**src/rtl/spi_blk_pkg.sv**
```systemverilog
package spi_blk_pkg;
   typedef enum logic [1:0] {
      SH_IDLE  = 2'd0,
      SH_FETCH = 2'd1,
      SH_BITS  = 2'd2
   } sh_state_t;

   localparam logic [2:0] A_CTRL = 3'd0;
   localparam logic [2:0] A_LEN  = 3'd1;
   localparam logic [2:0] A_DATA = 3'd2;
   localparam logic [2:0] A_SEL  = 3'd3;
   localparam logic [2:0] A_STAT = 3'd4;

   localparam int CB_GO   = 15;
   localparam int CB_DIR  = 13;
   localparam int CB_MODE = 12;
endpackage

```
**src/rtl/spi_blk_fifo.sv**
```systemverilog
module spi_blk_fifo #(
   parameter int W     = 32,
   parameter int DEPTH = 8
) (
   input  logic                     clk,
   input  logic                     rst_n,
   input  logic                     push,
   input  logic [W-1:0]             wdata,
   input  logic                     pop,
   output logic [W-1:0]             rdata,
   output logic                     full,
   output logic                     empty,
   output logic [$clog2(DEPTH):0]   level
);
   localparam int AW = $clog2(DEPTH);

   logic [W-1:0] mem [DEPTH];
   logic [AW:0]  wp, rp;
   logic         do_push, do_pop;

   assign full    = (wp[AW] != rp[AW]) && (wp[AW-1:0] == rp[AW-1:0]);
   assign empty   = (wp == rp);
   assign level   = wp - rp;
   assign do_push = push && !full;
   assign do_pop  = pop && !empty;
   assign rdata   = mem[rp[AW-1:0]];

   always_ff @(posedge clk) begin
      if (do_push) mem[wp[AW-1:0]] <= wdata;
   end

   always_ff @(posedge clk or negedge rst_n) begin
      if (!rst_n) begin
         wp <= '0;
         rp <= '0;
      end else begin
         if (do_push) wp <= wp + 1'b1;
         if (do_pop)  rp <= rp + 1'b1;
      end
   end
endmodule

```
**src/rtl/spi_blk_clkdiv.sv**
```systemverilog
module spi_blk_clkdiv #(
   parameter int RATE_W = 3
) (
   input  logic              clk,
   input  logic              rst_n,
   input  logic              run,
   input  logic [RATE_W-1:0] rate,
   output logic              tick
);
   localparam int CW = (1 << RATE_W) - 1;

   logic [CW-1:0] cnt, lim;

   assign lim  = (CW'(1) << rate) - CW'(1);
   assign tick = run && (cnt == lim);

   always_ff @(posedge clk or negedge rst_n) begin
      if (!rst_n)      cnt <= '0;
      else if (!run)   cnt <= '0;
      else if (tick)   cnt <= '0;
      else             cnt <= cnt + 1'b1;
   end
endmodule

```
**src/rtl/spi_blk_shifter.sv**
```systemverilog
module spi_blk_shifter
   import spi_blk_pkg::*;
#(
   parameter int RATE_W = 3,
   parameter int CNT_W  = 32,
   parameter int WORD_W = 32
) (
   input  logic              clk,
   input  logic              rst_n,
   input  logic              start,
   input  logic              dir_i,
   input  logic [RATE_W-1:0] rate_i,
   input  logic [CNT_W-1:0]  len_i,
   input  logic [WORD_W-1:0] tx_word,
   input  logic              tx_empty,
   output logic              tx_pop,
   input  logic              rx_full,
   output logic              rx_push,
   output logic [WORD_W-1:0] rx_word,
   input  logic              miso,
   output logic              sclk,
   output logic              mosi,
   output logic              busy
);
   localparam int BPW = WORD_W / 8;
   localparam int BIW = (BPW > 1) ? $clog2(BPW) : 1;

   sh_state_t         st;
   logic [CNT_W-1:0]  remain;
   logic [BIW-1:0]    bidx;
   logic [7:0]        shreg, rxsh;
   logic [WORD_W-1:0] wbuf, asmw;
   logic              pend, sclk_q, dir_q, tick, push_ok, byte_end;
   logic [2:0]        bitcnt;
   logic [RATE_W-1:0] rate_q;

   spi_blk_clkdiv #(.RATE_W(RATE_W)) div_i (
      .clk(clk), .rst_n(rst_n), .run(st == SH_BITS), .rate(rate_q), .tick(tick)
   );

   assign push_ok  = pend && !rx_full;
   assign rx_push  = push_ok;
   assign rx_word  = asmw;
   assign tx_pop   = (st == SH_FETCH) && dir_q && (bidx == '0) && !tx_empty;
   assign busy     = (st != SH_IDLE) || pend;
   assign sclk     = sclk_q;
   assign mosi     = (st == SH_BITS) && shreg[7];
   assign byte_end = (st == SH_BITS) && tick && sclk_q && (bitcnt == 3'd7);

   // received bytes land in their lane, lowest lane first
   for (genvar g = 0; g < BPW; g++) begin : g_lane
      logic [7:0] lane_q;
      always_ff @(posedge clk or negedge rst_n) begin
         if (!rst_n)                                       lane_q <= '0;
         else if (push_ok)                                 lane_q <= '0;
         else if (byte_end && !dir_q && bidx == BIW'(g))   lane_q <= rxsh;
      end
      assign asmw[g*8 +: 8] = lane_q;
   end

   always_ff @(posedge clk or negedge rst_n) begin
      if (!rst_n) begin
         st     <= SH_IDLE;
         remain <= '0;
         bidx   <= '0;
         shreg  <= '0;
         rxsh   <= '0;
         wbuf   <= '0;
         pend   <= 1'b0;
         bitcnt <= '0;
         sclk_q <= 1'b0;
         dir_q  <= 1'b0;
         rate_q <= '0;
      end else begin
         if (push_ok) pend <= 1'b0;
         case (st)
            SH_IDLE: if (start) begin
               st     <= SH_FETCH;
               remain <= len_i;
               bidx   <= '0;
               bitcnt <= '0;
               dir_q  <= dir_i;
               rate_q <= rate_i;
            end
            SH_FETCH: begin
               if (dir_q) begin
                  if (bidx == '0) begin
                     if (!tx_empty) begin
                        wbuf  <= tx_word;
                        shreg <= tx_word[7:0];
                        st    <= SH_BITS;
                     end
                  end else begin
                     shreg <= wbuf[bidx*8 +: 8];
                     st    <= SH_BITS;
                  end
               end else if (!pend) begin
                  shreg <= '0;
                  st    <= SH_BITS;
               end
            end
            SH_BITS: if (tick) begin
               if (!sclk_q) begin
                  sclk_q <= 1'b1;
                  rxsh   <= {rxsh[6:0], miso};
               end else begin
                  sclk_q <= 1'b0;
                  shreg  <= {shreg[6:0], 1'b0};
                  bitcnt <= bitcnt + 3'd1;
                  if (bitcnt == 3'd7) begin
                     bidx   <= bidx + 1'b1;
                     remain <= remain - 1'b1;
                     if (!dir_q && (bidx == BIW'(BPW-1) || remain == CNT_W'(1)))
                        pend <= 1'b1;
                     st <= (remain == CNT_W'(1)) ? SH_IDLE : SH_FETCH;
                  end
               end
            end
            default: st <= SH_IDLE;
         endcase
      end
   end
endmodule

```
**src/rtl/spi_blk_ctrl.sv**
```systemverilog
module spi_blk_ctrl
   import spi_blk_pkg::*;
#(
   parameter int FIFO_DEPTH = 8,
   parameter int RATE_W     = 3,
   parameter int CNT_W      = 32,
   parameter int ADDR_W     = 3
) (
   input  logic              clk,
   input  logic              rst_n,
   input  logic [ADDR_W-1:0] reg_addr,
   input  logic [31:0]       reg_wdata,
   input  logic              reg_wr,
   input  logic              reg_rd,
   output logic [31:0]       reg_rdata,
   output logic              spi_sclk,
   output logic              spi_mosi,
   input  logic              spi_miso,
   output logic              spi_cs_n,
   output logic              fifo_full,
   output logic              xfer_done
);
   localparam int DW = 32;
   localparam int LW = $clog2(FIFO_DEPTH) + 1;

   if (FIFO_DEPTH < 2 || (FIFO_DEPTH & (FIFO_DEPTH - 1)) != 0) begin : g_bad_depth
      $error("FIFO_DEPTH must be a power of two of at least 2");
   end
   if (RATE_W < 1 || RATE_W > 4) begin : g_bad_rate
      $error("RATE_W must lie in 1..4");
   end
   if (CNT_W < 1 || CNT_W > 32 || ADDR_W < 3) begin : g_bad_width
      $error("CNT_W must lie in 1..32 and ADDR_W be at least 3");
   end

   logic [RATE_W-1:0] rate_r;
   logic              mode_r, dir_r, sel_r, busy_q;
   logic [CNT_W-1:0]  len_r;
   logic              sh_busy, sh_pop, sh_push, start;
   logic [DW-1:0]     sh_word, f_rdata, f_wdata;
   logic              f_full, f_empty, f_push, f_pop, cpu_push, cpu_pop;
   logic              wr_ctrl, wr_len, wr_sel;
   logic [LW-1:0]     f_level;

   assign wr_ctrl  = reg_wr && reg_addr == ADDR_W'(A_CTRL) && !sh_busy;
   assign wr_len   = reg_wr && reg_addr == ADDR_W'(A_LEN)  && !sh_busy;
   assign wr_sel   = reg_wr && reg_addr == ADDR_W'(A_SEL)  && !sh_busy;
   assign start    = wr_ctrl && reg_wdata[CB_GO] && (len_r != '0);
   assign cpu_push = reg_wr && reg_addr == ADDR_W'(A_DATA) && !(sh_busy && !dir_r);
   assign cpu_pop  = reg_rd && reg_addr == ADDR_W'(A_DATA) && !(sh_busy && dir_r);
   assign f_push   = cpu_push || sh_push;
   assign f_pop    = cpu_pop || sh_pop;
   assign f_wdata  = sh_push ? sh_word : reg_wdata;

   always_ff @(posedge clk or negedge rst_n) begin
      if (!rst_n) begin
         rate_r <= '0;
         mode_r <= 1'b0;
         dir_r  <= 1'b0;
         len_r  <= '0;
         sel_r  <= 1'b0;
         busy_q <= 1'b0;
      end else begin
         busy_q <= sh_busy;
         if (wr_ctrl) begin
            rate_r <= reg_wdata[RATE_W-1:0];
            mode_r <= reg_wdata[CB_MODE];
            dir_r  <= reg_wdata[CB_DIR];
         end
         if (wr_len) len_r <= reg_wdata[CNT_W-1:0];
         if (start) sel_r <= 1'b1;
         else if (wr_sel && !reg_wdata[0]) sel_r <= 1'b0;
      end
   end

   spi_blk_fifo #(.W(DW), .DEPTH(FIFO_DEPTH)) fifo_i (
      .clk(clk), .rst_n(rst_n), .push(f_push), .wdata(f_wdata), .pop(f_pop),
      .rdata(f_rdata), .full(f_full), .empty(f_empty), .level(f_level)
   );

   spi_blk_shifter #(.RATE_W(RATE_W), .CNT_W(CNT_W), .WORD_W(DW)) sh_i (
      .clk(clk), .rst_n(rst_n), .start(start), .dir_i(reg_wdata[CB_DIR]),
      .rate_i(reg_wdata[RATE_W-1:0]), .len_i(len_r),
      .tx_word(f_rdata), .tx_empty(f_empty), .tx_pop(sh_pop),
      .rx_full(f_full), .rx_push(sh_push), .rx_word(sh_word),
      .miso(spi_miso), .sclk(spi_sclk), .mosi(spi_mosi), .busy(sh_busy)
   );

   always_comb begin
      reg_rdata = '0;
      case (reg_addr)
         ADDR_W'(A_CTRL): begin
            reg_rdata[RATE_W-1:0] = rate_r;
            reg_rdata[CB_MODE]    = mode_r;
            reg_rdata[CB_DIR]     = dir_r;
            reg_rdata[CB_GO]      = sh_busy;
         end
         ADDR_W'(A_LEN):  reg_rdata[CNT_W-1:0] = len_r;
         ADDR_W'(A_DATA): reg_rdata = f_empty ? '0 : f_rdata;
         ADDR_W'(A_SEL):  reg_rdata[0] = sel_r;
         ADDR_W'(A_STAT): reg_rdata[0] = f_full;
         default:         reg_rdata = '0;
      endcase
   end

   assign spi_cs_n  = !sel_r;
   assign fifo_full = f_full;
   assign xfer_done = busy_q && !sh_busy;
endmodule

```
**config.mk**
```make
export PLATFORM = sky130hd
export DESIGN_NAME = spi_blk_ctrl
export DESIGN_NICKNAME = d
export VERILOG_FILES = /design/src/rtl/spi_blk_pkg.sv /design/src/rtl/spi_blk_fifo.sv /design/src/rtl/spi_blk_clkdiv.sv /design/src/rtl/spi_blk_shifter.sv /design/src/rtl/spi_blk_ctrl.sv
export SDC_FILE = /design/constraint.sdc
export NUM_CORES = 1
export LEC_CHECK = 0
export BUFFER_PORTS_ARGS = -buffer_cell sky130_fd_sc_hd__buf_2
export CORE_AREA = 4 4 194 196
export CTS_BUF_LIST = sky130_fd_sc_hd__clkbuf_8
export DETAILED_ROUTE_END_ITERATION = 10
export DIE_AREA = 0 0 198 200
export GPL_TIMING_DRIVEN = 0
export HOLD_SLACK_MARGIN = 0.1
export PLACE_DENSITY = 0.72
export SYNTH_ARGS = -nofsm -noshare
export SYNTH_HDL_FRONTEND = slang
export SYNTH_SLANG_ARGS = --single-unit
export TNS_END_PERCENT = 10
```
**constraint.sdc**
```tcl
create_clock -name clk -period 12.5 [get_ports clk]
set_input_delay 1.25 -clock clk [delete_from_list [all_inputs] [get_ports clk]]
set_output_delay 1.25 -clock clk [all_outputs]
set_load 0.05 [all_outputs]
```
# --- Word-level counts from Yosys, hierarchy flattened ---
# Memory sizes are Yosys's and may differ from the RTL's.
# Index checks and enable logic that the tools add are counted.
totals:
  memories: 1
  out_inout_bits: 37
  ramBits: 256
  reg_bits: 179
mem_list:
  columns: ["name", "depth", "word_bits", "rd", "rd_clocked_by_memory_dff", "write_ports", "line_no", "text"]
  rows:
  - ["fifo_i.mem", 8, 32, 1, 0, 1, "spi_blk_fifo.sv:17", "logic [W-1:0] mem [DEPTH];"]
classes:
  add_sub_neg: 7
  reduce_logical: 67
  eq_ne: 21
  n_shift: 2
  bitwise: 2
  n_mux: 61
op_table:
  columns: ["op", "n"]
  rows:
  - ["two-way mux 32 bit", 6]
  - ["two-way mux 8 bit", 14]
  - ["one-hot mux 32 bit (2 select lines)", 1]
  - ["logical AND 1 bit", 34]
  - ["equality test 32 x 1 -> 1 bit, second input constant", 1]
  - ["one-hot mux 16 bit (2 select lines)", 1]
  - ["nonzero test 32 bit", 1]
  - ["indexed part select 32 x 6 -> 8 bit", 1]
  - ["subtractor 32 x 1 -> 32 bit, second input constant", 1]
  - ["two-way mux 2 bit", 12]
  - ["one-hot mux 2 bit (3 select lines)", 3]
  - ["one-hot mux 9 bit (2 select lines)", 1]
  - ["one-hot mux 8 bit (2 select lines)", 1]
  - ["nonzero test 2 bit", 8]
  - ["two-way mux 7 bit", 2]
  - ["two-way mux 1 bit", 12]
  - ["AND reduction 5 bit", 2]
  - ["logical NOT 1 bit", 9]
  - ["two-way mux 3 bit", 3]
  - ["adder 4 x 1 -> 4 bit, second input constant", 2]
  - ["!= test 2 x 1 -> 1 bit, second input constant", 4]
  - ["AND reduction 4 bit", 2]
  - ["adder 7 x 1 -> 7 bit, second input constant", 1]
  - ["equality test 7 bit", 1]
  - ["26 further kinds", 37]

# --- Logic depth before layout (Yosys ltp) ---
# Gate-level depths: netlist of the first run.
depth:
  depth_word: 11
  depth_mapped: 12

# --- Hierarchy ---
# Synthesis of the first run repeated with hierarchy kept, for this count alone.
hier_totals:
  cells_unflattened: 1350
  hier_area_um2: 19476.2
by_module_without_submodules:
  columns: ["mod", "instances", "seq_area_each_um2", "cells_each", "area_each_um2"]
  rows:
  - ["spi_blk_fifo", 1, 7887.6, 495, 10163.5]
  - ["spi_blk_shifter", 1, 3128.0, 609, 6442.4]
  - ["spi_blk_ctrl", 1, 975.9, 194, 2369.8]
  - ["spi_blk_clkdiv", 1, 175.2, 52, 500.5]

# --- Worst setup path before layout of the first run ---
# OpenSTA, ideal clock, no wires.
synth_timing:
  path_type: "register -> output"
  start: "register fifo_i.rp[1]"
  end: "output reg_rdata[0]"
  path_slack_ns: 7.587
  n_path_buf: 1
  path_stages_with_launch: 6
  arrival_time_ns: 3.663
  cell_sequence: "dfrtp_1 clkbuf_1 xor2_1 nor4_1 nand2_1 a21oi_1"
synth_between:
  elab_chain_len: 3
synth_lines:
  columns: ["item", "line_no", "text"]
  rows:
  - ["start, declared", "spi_blk_fifo.sv:18", "logic [AW:0] wp, rp;"]
  - ["start signal, assigned", "spi_blk_fifo.sv:38", "if (do_pop) rp <= rp + 1'b1;"]
  - ["equality test 3 bit", "spi_blk_fifo.sv:21", "assign full = (wp[AW] != rp[AW]) && (wp[AW-1:0] == rp[AW-1:0]);"]
  - ["logical AND 1 bit", "spi_blk_fifo.sv:21", null]
  - ["net fifo_full", "spi_blk_ctrl.sv:20", "output logic fifo_full,"]
  - ["one-hot mux 1 bit (5 select lines)", "spi_blk_ctrl.sv:91", "case (reg_addr)"]
  - ["end, declared", "spi_blk_ctrl.sv:15", "output logic [31:0] reg_rdata,"]
# The timed path passes the listed nets, and every way through them passes these cells.

# --- Worst setup path in the final report of the first run ---
layout_timing:
  start: "register fifo_i.rp[1]"
  end: "output reg_rdata[29]"
layout_between:
  elab_chain_len: 3
layout_lines:
  columns: ["item", "line_no", "text"]
  rows:
  - ["memory (8 x 32 bit) / equality test 4 bit (equally long branches)", null, null]
  - ["two-way mux 32 bit *", "spi_blk_ctrl.sv:99", "ADDR_W'(A_DATA): reg_rdata = f_empty ? '0 : f_rdata;"]
  - ["one-hot mux 16 bit (2 select lines) *", "spi_blk_ctrl.sv:91", null]
# Every way passes the cells marked *; elsewhere a longest branch is shown, timed or not.

==> summary.txt, run 1 <==
RUN STATUS
------------------------------------------------------------------------------------------------------
Outcome                                                                                   finished clean

CTS
------------------------------------------------------------------------------------------------------
Number of H-tree levels                                                                              3
Maximum root-to-sink buffer count                                                                    3
Post-CTS setup repair buffer count                                                                   0
TritonCTS clock tree                                                                               yes
Sink count of the clock tree                                                                       435
Number of clock buffers inserted by TritonCTS                                                       73
# hold bufs at CTS                                                                                   0
Clock transition at the register clock pins on the worst setup and hold paths after CTS        0.06 ns
Clock latency on the worst-skew pair                                                           0.63 ns
Cell at the root of the clock tree                                                        sky130_fd_sc_hd__clkbuf_8
Cts repair resizes                                                                                   0

GLOBAL ROUTE
------------------------------------------------------------------------------------------------------
Overflow left after global routing                                                                   0
Initial antenna violation count                                                                      0
Vias in the first global route                                                                   13100
First-pass GRT wire length                                                                     82.9 mm
Maximum number of pins on one net before global-route repair                                       118
Overall global routing resource usage                                                            28.3%

LAYOUT
------------------------------------------------------------------------------------------------------
Final net count                                                                                   1679
Syn-to-layout area delta                                                                         13.4%
Number of non-filler instances in the completed layout                                            2145
Final-layout fill cell count                                                                      2807
Diode insertion count for antenna repair                                                             0
Ratio of cells with drive above 1 in the final layout                                            21.0%

LOGIC SYNTHESIS
------------------------------------------------------------------------------------------------------
Most used standard cell by instance count after synthesis                                 sky130_fd_sc_hd__edfxtp_1
Avg Inst Size Synth                                                                         13.5 sq um
Post-synthesis async set-or-reset flop share                                                     41.1%
Post-synthesis sequential element count                                                            435
Count of flip-flops with a built-in enable after synthesis                                         256
Yosys top cell by area                                                                    sky130_fd_sc_hd__edfxtp_1
Sequential share of the synthesized area                                                         62.0%
Top area cells in the synthesized netlist                                                 sky130_fd_sc_hd__edfxtp_1 (39%), sky130_fd_sc_hd__dfrtp_1 (23%), sky130_fd_sc_hd__mux4_2 (7.5%)
Count of unique library cells instantiated by Yosys                                                 82
Synthesized area                                                                           19600 sq um
Most used flip-flop cell after synthesis                                                  sky130_fd_sc_hd__edfxtp_1
Post-synth top area share                                                                        39.1%
Count of yosys warnings during synthesis                                                             0
Synth cell count leaders                                                                  sky130_fd_sc_hd__edfxtp_1 (256), sky130_fd_sc_hd__dfrtp_1 (179), sky130_fd_sc_hd__nand2_1 (176), sky130_fd_sc_hd__nor2_1 (116), sky130_fd_sc_hd__mux2i_1 (75)
Net Count, Synth                                                                                  1517
Number of cells produced by synthesis                                                             1460

PLACE
------------------------------------------------------------------------------------------------------
Total instance count after detailed placement                                                     2014
Port Buf Inserts                                                                                    73
Post-detailed-placement half-perimeter wirelength                                              40.0 mm
Placer Congestion                                                                                 1.04

TIMING
------------------------------------------------------------------------------------------------------
Number of hold-slack violations in the final timing report                                           0
Count of final setup violators                                                                       0
Transition time at the pin with the least slew margin                                          1.06 ns
Fmax                                                                                           185 MHz
Setup repair after global routing missed its margin                                              false
Rel. slew slack                                                                                  28.5%
Setup TNS after final layout                                                                      0 ns
Number of max-slew violations in the final report                                                    0
Minimum clock period                                                                           5.40 ns
Worst Clk Skew                                                                               0.0331 ns
Fin crit share                                                                                   43.2%

ROUTING
------------------------------------------------------------------------------------------------------
Via density per instance                                                                          6.34
1st-iter DRT viols                                                                                1886
Total vias in the final route                                                                    13600
# DRC                                                                                                0
Final wirelength                                                                               56.0 mm
Routed Antenna Nets                                                                                  0
DR WL/cell                                                                                     26.1 um
Router iterations before antenna repair                                                              6

HOLD PATH
------------------------------------------------------------------------------------------------------
Hold Crit Class                                                                           register to register

CRITICAL PATH
------------------------------------------------------------------------------------------------------
Critical Path End Type                                                                    primary output
Type of origin of the critical path                                                           register
Crit path top cell by count                                                               sky130_fd_sc_hd__clkbuf_1
Worst setup path class                                                                    register to primary output
Peak per-stage delay on the critical path                                                      0.77 ns
Slowest cell on the critical path                                                         sky130_fd_sc_hd__clkbuf_1
CP max FO                                                                                           10
Data arrival time of the critical path                                                         4.15 ns
Worst path cell trace                                                                     clkbuf_1 -> buf_1 -> clkbuf_1 -> mux4_2 -> mux2i_1 -> o21ai_0 -> buf_2
Worst EP required                                                                             11.25 ns

PWR
------------------------------------------------------------------------------------------------------
Static leakage                                                                                 8.54 nW
Power density relative to cell area                                                        226 nW/um^2
Worst IR Drop VDD                                                                               142 uV

FLOORPLANNING
------------------------------------------------------------------------------------------------------
Area of the die                                                                            39600 sq um
Width of the chip                                                                               198 um
DIE HEIGHT                                                                                      200 um
Initial cell density of the core                                                                 54.4%
Std cell rows                                                                                       70
Core Footprint                                                                             36100 sq um
Io pins                                                                                             77

FLOW RUN
------------------------------------------------------------------------------------------------------
Max capacitance violation total                                                                      0

==> placed cells by master (no fill, tap or decap), types with 11 or more instances in the layout <==
cell	n
sky130_fd_sc_hd__edfxtp_1	256
sky130_fd_sc_hd__dfrtp_1	179
sky130_fd_sc_hd__nand2_1	176
sky130_fd_sc_hd__nor2_1	110
sky130_fd_sc_hd__buf_2	87
sky130_fd_sc_hd__clkbuf_8	86
sky130_fd_sc_hd__mux2i_1	75
sky130_fd_sc_hd__a21oi_1	68
sky130_fd_sc_hd__mux4_2	65
sky130_fd_sc_hd__clkbuf_1	62
sky130_fd_sc_hd__mux2_2	54
sky130_fd_sc_hd__inv_1	48
sky130_fd_sc_hd__o21ai_0	47
sky130_fd_sc_hd__nor4_1	27
sky130_fd_sc_hd__nand3_1	24
sky130_fd_sc_hd__nand4_1	19
sky130_fd_sc_hd__o22ai_1	17
sky130_fd_sc_hd__ha_1	17
sky130_fd_sc_hd__nor3_1	14
sky130_fd_sc_hd__o211ai_1	12
sky130_fd_sc_hd__nand2b_1	11
==> report_power, final <==
part	leakage, nW	total [mW]	internal [mW]	switching (mW)
logic	3.17	1.82	0.676	1.15
registers	4.56	2.01	1.75	0.260
clock network	0.817	1.20	0.627	0.571
total	8.54	5.03	3.06	1.98
==> path summary, 6_finish.rpt <==
check | startpoint | to | slack, ns | cells after the start
max | fifo_i.rp[1] | reg_rdata[29] | 7.10 | 7
min | fifo_i.wp[3] | fifo_i.wp[3] | 0.50 | 1
max reg2reg | sh_i.st[0] | sh_i.remain[6] | 8.19 | 10
min reg2reg | fifo_i.wp[3] | fifo_i.wp[3] | 0.50 | 1
max in group asynchronous | rst_n | sh_i.g_lane[0].lane_q[2] | 10.93 | 2
min in group asynchronous | rst_n | sh_i.div_i.cnt[4] | 0.57 | 1
==> through the flow <==
step           power (mW)  util, %  hold slack [ns]  worst slack, ns  area, sq um
2_1_floorplan        3.22        -            0.461             7.59        19600
3_3_place_gp         3.77     57.1            0.472             5.31        20600
3_5_place_dp         3.82     57.9            0.485             7.69        20900
4_1_cts              5.01     61.7            0.496             7.14        22300
5_1_grt              5.27     61.7            0.527             6.93        22300
6_report             5.03     61.7            0.497             7.10        22300
==> layer usage <==
layer | global-route usage, % | part of all wire (%) | routed length, um
met1 | 42.1 | 41 | 23200
met2 | 41.8 | 45 | 25000
met3 | 7.23 | 11 | 6390
met4 | 8.75 | 2.7 | 1510
met5 | 0 | 0 | 0
==> flip-flops by register name, summed over array words and instances, names as in the netlist, 4 cells and up <==
name,flops
fifo_i.mem,256
sh_i.g_lane.lane_q,32
sh_i.div_i.cnt,7
len_r,32
sh_i.rxsh,8
sh_i.wbuf,32
sh_i.remain,32
sh_i.shreg,8
fifo_i.wp,4
fifo_i.rp,4
==> area by class of cell <==
cell class                      count  area [sq um]  share of cell area, %
Inverter                           23          86.3                  0.388
Buffer                             83           342                   1.53
Sequential cell                   435         12200                   54.6
Multi-Input combinational cell    919          7100                   31.9
Clock buffer                       86          1180                   5.31
Timing Repair Buffer               87           611                   2.74
Tap cell                          468           586                   2.63
Clock inverter                     44           200                  0.899
==> worst max-delay path, delay by kind of cell, from the launching register on <==
kind	cells	cell delay, ns
multiplexers	2	0.92
AO/OA/AOI/OAI	1	0.25
buffers and inverters	4	1.99
flip-flops	1	0.35
==> logic make-up (layout without fill, tap and decap cells) <==
| kind of cell | after synthesis | count (layout) | share of synthesized area [%] |
|---|---|---|---|
| AND/OR/NAND/NOR | 456 | 456 | 11.5 |
| flip-flops | 435 | 435 | 62.0 |
| multiplexers | 196 | 196 | 14.5 |
| buffers and inverters | 106 | 323 | 2.18 |
| adder cells (fa/ha/maj) | 17 | 17 | 1.08 |
| XOR/XNOR | 21 | 21 | 0.975 |
| AO/OA/AOI/OAI | 229 | 229 | 7.82 |
(Power assumes the default switching activity.)
==> inputs of run 2 (changes only) <==
==> constraint.sdc (replaced) <==
create_clock -name clk -period 5.6 [get_ports clk]
set_input_delay 0.56 -clock clk [delete_from_list [all_inputs] [get_ports clk]]
set_output_delay 0.56 -clock clk [all_outputs]
set_load 0.05 [all_outputs]
==> run 2 against run 1 <==
Effect of this change: die area unchanged; combinational power is 120% higher; clock power increased by 120%; final cell count is essentially flat; global-route usage is essentially flat; sequential share of layout area hardly changed; sequential cell count stayed put; utilization barely moved; total power grew 120%; first-iteration DRC count fell by 3.4%; cell area about the same; critical path type unchanged; highest routed layer unchanged.
==> summary.txt, run 2 (synthesis gave the netlist of run 1 again) <==
ROUTING
------------------------------------------------------------------------------------------------------
Routed Antenna Nets                                                                                  0   unchanged
Final wirelength                                                                               56.1 mm   about the same
1st-iter DRT viols                                                                                1821   -3.4%
# DRC                                                                                                0   unchanged
Total vias in the final route                                                                    13700   +0.52%
Via density per instance                                                                          6.37   +0.48%
DR WL/cell                                                                                     26.1 um   about the same
Router iterations before antenna repair                                                              9   +3

CTS
------------------------------------------------------------------------------------------------------
Maximum root-to-sink buffer count                                                                    3   unchanged
Clock latency on the worst-skew pair                                                           0.62 ns   about the same
TritonCTS clock tree                                                                               yes
Clock transition at the register clock pins on the worst setup and hold paths after CTS        0.07 ns   about the same
Number of H-tree levels                                                                              3   unchanged
Cell at the root of the clock tree                                                        sky130_fd_sc_hd__clkbuf_8
Number of clock buffers inserted by TritonCTS                                                       73   unchanged
Sink count of the clock tree                                                                       435   unchanged

LAYOUT
------------------------------------------------------------------------------------------------------
Ratio of cells with drive above 1 in the final layout                                            21.0%   about the same
Leading cell types in the layout, fill and taps excluded                                  sky130_fd_sc_hd__edfxtp_1 (256), sky130_fd_sc_hd__dfrtp_1 (179), sky130_fd_sc_hd__nand2_1 (176)
Diode insertion count for antenna repair                                                             0   unchanged
Final net count                                                                                   1680   +0.060%
Final Core Density                                                                               61.8%   about the same
Max FFs per register                                                                               256   unchanged
Syn-to-layout area delta                                                                         13.5%   about the same
Commonest non-fill, non-tap cell in the layout                                            sky130_fd_sc_hd__edfxtp_1

GLOBAL ROUTE
------------------------------------------------------------------------------------------------------
Overall global routing resource usage                                                            28.3%   about the same
Initial antenna violation count                                                                      0   unchanged
Overflow left after global routing                                                                   0   unchanged
Maximum number of pins on one net before global-route repair                                       118   unchanged
Vias in the first global route                                                                   13100   +0.023%
First-pass GRT wire length                                                                     82.9 mm   about the same

FLOORPLANNING
------------------------------------------------------------------------------------------------------
DIE HEIGHT                                                                                      200 um   unchanged
Core Footprint                                                                             36100 sq um   unchanged
Io pins                                                                                             77   unchanged
Std cell rows                                                                                       70   unchanged
Area of the die                                                                            39600 sq um   unchanged
Initial cell density of the core                                                                 54.4%   unchanged
Width of the chip                                                                               198 um   unchanged

CRITICAL PATH
------------------------------------------------------------------------------------------------------
Critical Path End Type                                                                    primary output
Crit path top cell by count                                                               sky130_fd_sc_hd__clkbuf_1
Reg-to-reg setup timing slack                                                                  1.19 ns   -7.00 ns
Worst reg2reg endpoint                                                                    sh_i.remain[6]
Worst path cell trace                                                                     clkbuf_1 -> buf_1 -> clkbuf_1 -> mux4_2 -> mux2i_1 -> o21ai_0 -> buf_2
Data arrival time of the critical path                                                         4.14 ns   about the same
Cell count of the worst reg-to-reg path                                                             10   unchanged
Worst EP required                                                                              5.04 ns   -6.21 ns
Buffers plus inverters on the worst setup path                                                       4   unchanged
CP max FO                                                                                           10   unchanged
Peak per-stage delay on the critical path                                                      0.76 ns   about the same
Reg-to-Reg Start                                                                            sh_i.st[0]
Worst setup path class                                                                    register to primary output
Type of origin of the critical path                                                           register
Slowest cell on the critical path                                                         sky130_fd_sc_hd__clkbuf_1
Kind of cell with the highest combined delay on the critical path                         buffers and inverters

TIMING
------------------------------------------------------------------------------------------------------
Fin crit share                                                                                   84.0%
Setup repair after global routing missed its margin                                              false
Fmax                                                                                           213 MHz
Rel. slew slack                                                                                  28.0%   -0.48 points
Count of final setup violators                                                                       0   unchanged
Transition time at the pin with the least slew margin                                          1.07 ns   +0.00715 ns
Minimum clock period                                                                           4.70 ns
Number of max-slew violations in the final report                                                    0   unchanged
Worst Hold Margin                                                                             0.168 ns   -0.329 ns
Number of hold-slack violations in the final timing report                                           0   unchanged
Worst Clk Skew                                                                               0.0317 ns   -0.00147 ns

RUN STATUS
------------------------------------------------------------------------------------------------------
Outcome                                                                                   finished clean

PLACE
------------------------------------------------------------------------------------------------------
Placer Congestion                                                                                 1.04   unchanged
Post-detailed-placement half-perimeter wirelength                                              40.0 mm   unchanged
Port Buf Inserts                                                                                    73   unchanged

HOLD PATH
------------------------------------------------------------------------------------------------------
Hold Crit Depth                                                                                      2   +1
Hold Crit Class                                                                           input pin to register
Worst Hold Endpoint                                                                       sh_i.rxsh[0]
Worst min-delay path startpoint                                                               spi_miso

PWR
------------------------------------------------------------------------------------------------------
Static leakage                                                                                 8.55 nW   about the same
Power density relative to cell area                                                        504 nW/um^2   +120%
Worst IR Drop VDD                                                                               317 uV   +120%

FLOW RUN
------------------------------------------------------------------------------------------------------
Max capacitance violation total                                                                      0   unchanged

[run 2: changes by cell type in the layout (fill, tap and decap cells not counted)]
cell / change
sky130_fd_sc_hd__dlygate4sd3_1: +1
[run 2: repair_timing]
action / 4_1_cts / 5_1_grt
hold buffers: 1 / 0
hold endpoints to repair: 62 / 0
gates resized for setup: 0 / 0
endpoints found under the setup margin: 0 / 0
buffers inserted: 0 / 0
[run 2: worst max path at each step]
stage	end	slack (ns)	cells after the start	start
floorplan	fifo_i.mem[0][0]	1.35	5	fifo_i.rp[1]
global placement	fifo_i.mem[0][22]	-0.90	5	reg_addr[1]
detailed placement	sh_i.remain[6]	1.45	10	sh_i.st[0]
CTS	reg_rdata[11]	0.93	7	fifo_i.rp[1]
global route	reg_rdata[8]	0.72	7	fifo_i.rp[0]
finish	reg_rdata[29]	0.90	7	fifo_i.rp[1]
[run 2: per-layer routing]
layer | routed length [um] | share of wire [%] | GRT usage, % | vias to the layer above
met2 | 24900 | 44 | 41.8 | 784
met1 | 23100 | 41 | 42.1 | 6904
met4 | 1490 | 2.7 | 8.75 | 0
li1 | - | - | - | 5877
met5 | 0 | 0 | 0 | -
met3 | 6520 | 12 | 7.23 | 108
[run 2: area by class of cell]
cell class                 count  area (sq um)
fill                        2808         13800
clock buffer                  86          1180
buffer                        83           342
clock inverter                44           200
multi-input combinational    919          7100
tap                          468           586
sequential                   435         12200
timing repair buffer          88           621
inverter                      23          86.3
[run 2: power by group]
| group | total, mW | internal [mW] | switching, mW |
|---|---|---|---|
| sequential | 4.49 | 3.91 | 0.580 |
| clock | 2.67 | 1.40 | 1.27 |
| combinational | 4.07 | 1.51 | 2.56 |
[run 2: per-stage QoR]
stage                     setup WS [ns]  std cells  total power, mW  TNS (ns)  cell area (sq um)
after floorplan                    1.35       1460             7.18         0              19600
after global placement           -0.901       2001             8.42    -54.52              20600
after detailed placement           1.45       2014             8.52         0              20900
after CTS                         0.929       2145             11.2         0              22300
after global routing              0.720       2146             11.8         0              22300
final                             0.898       2146             11.2         0              22300
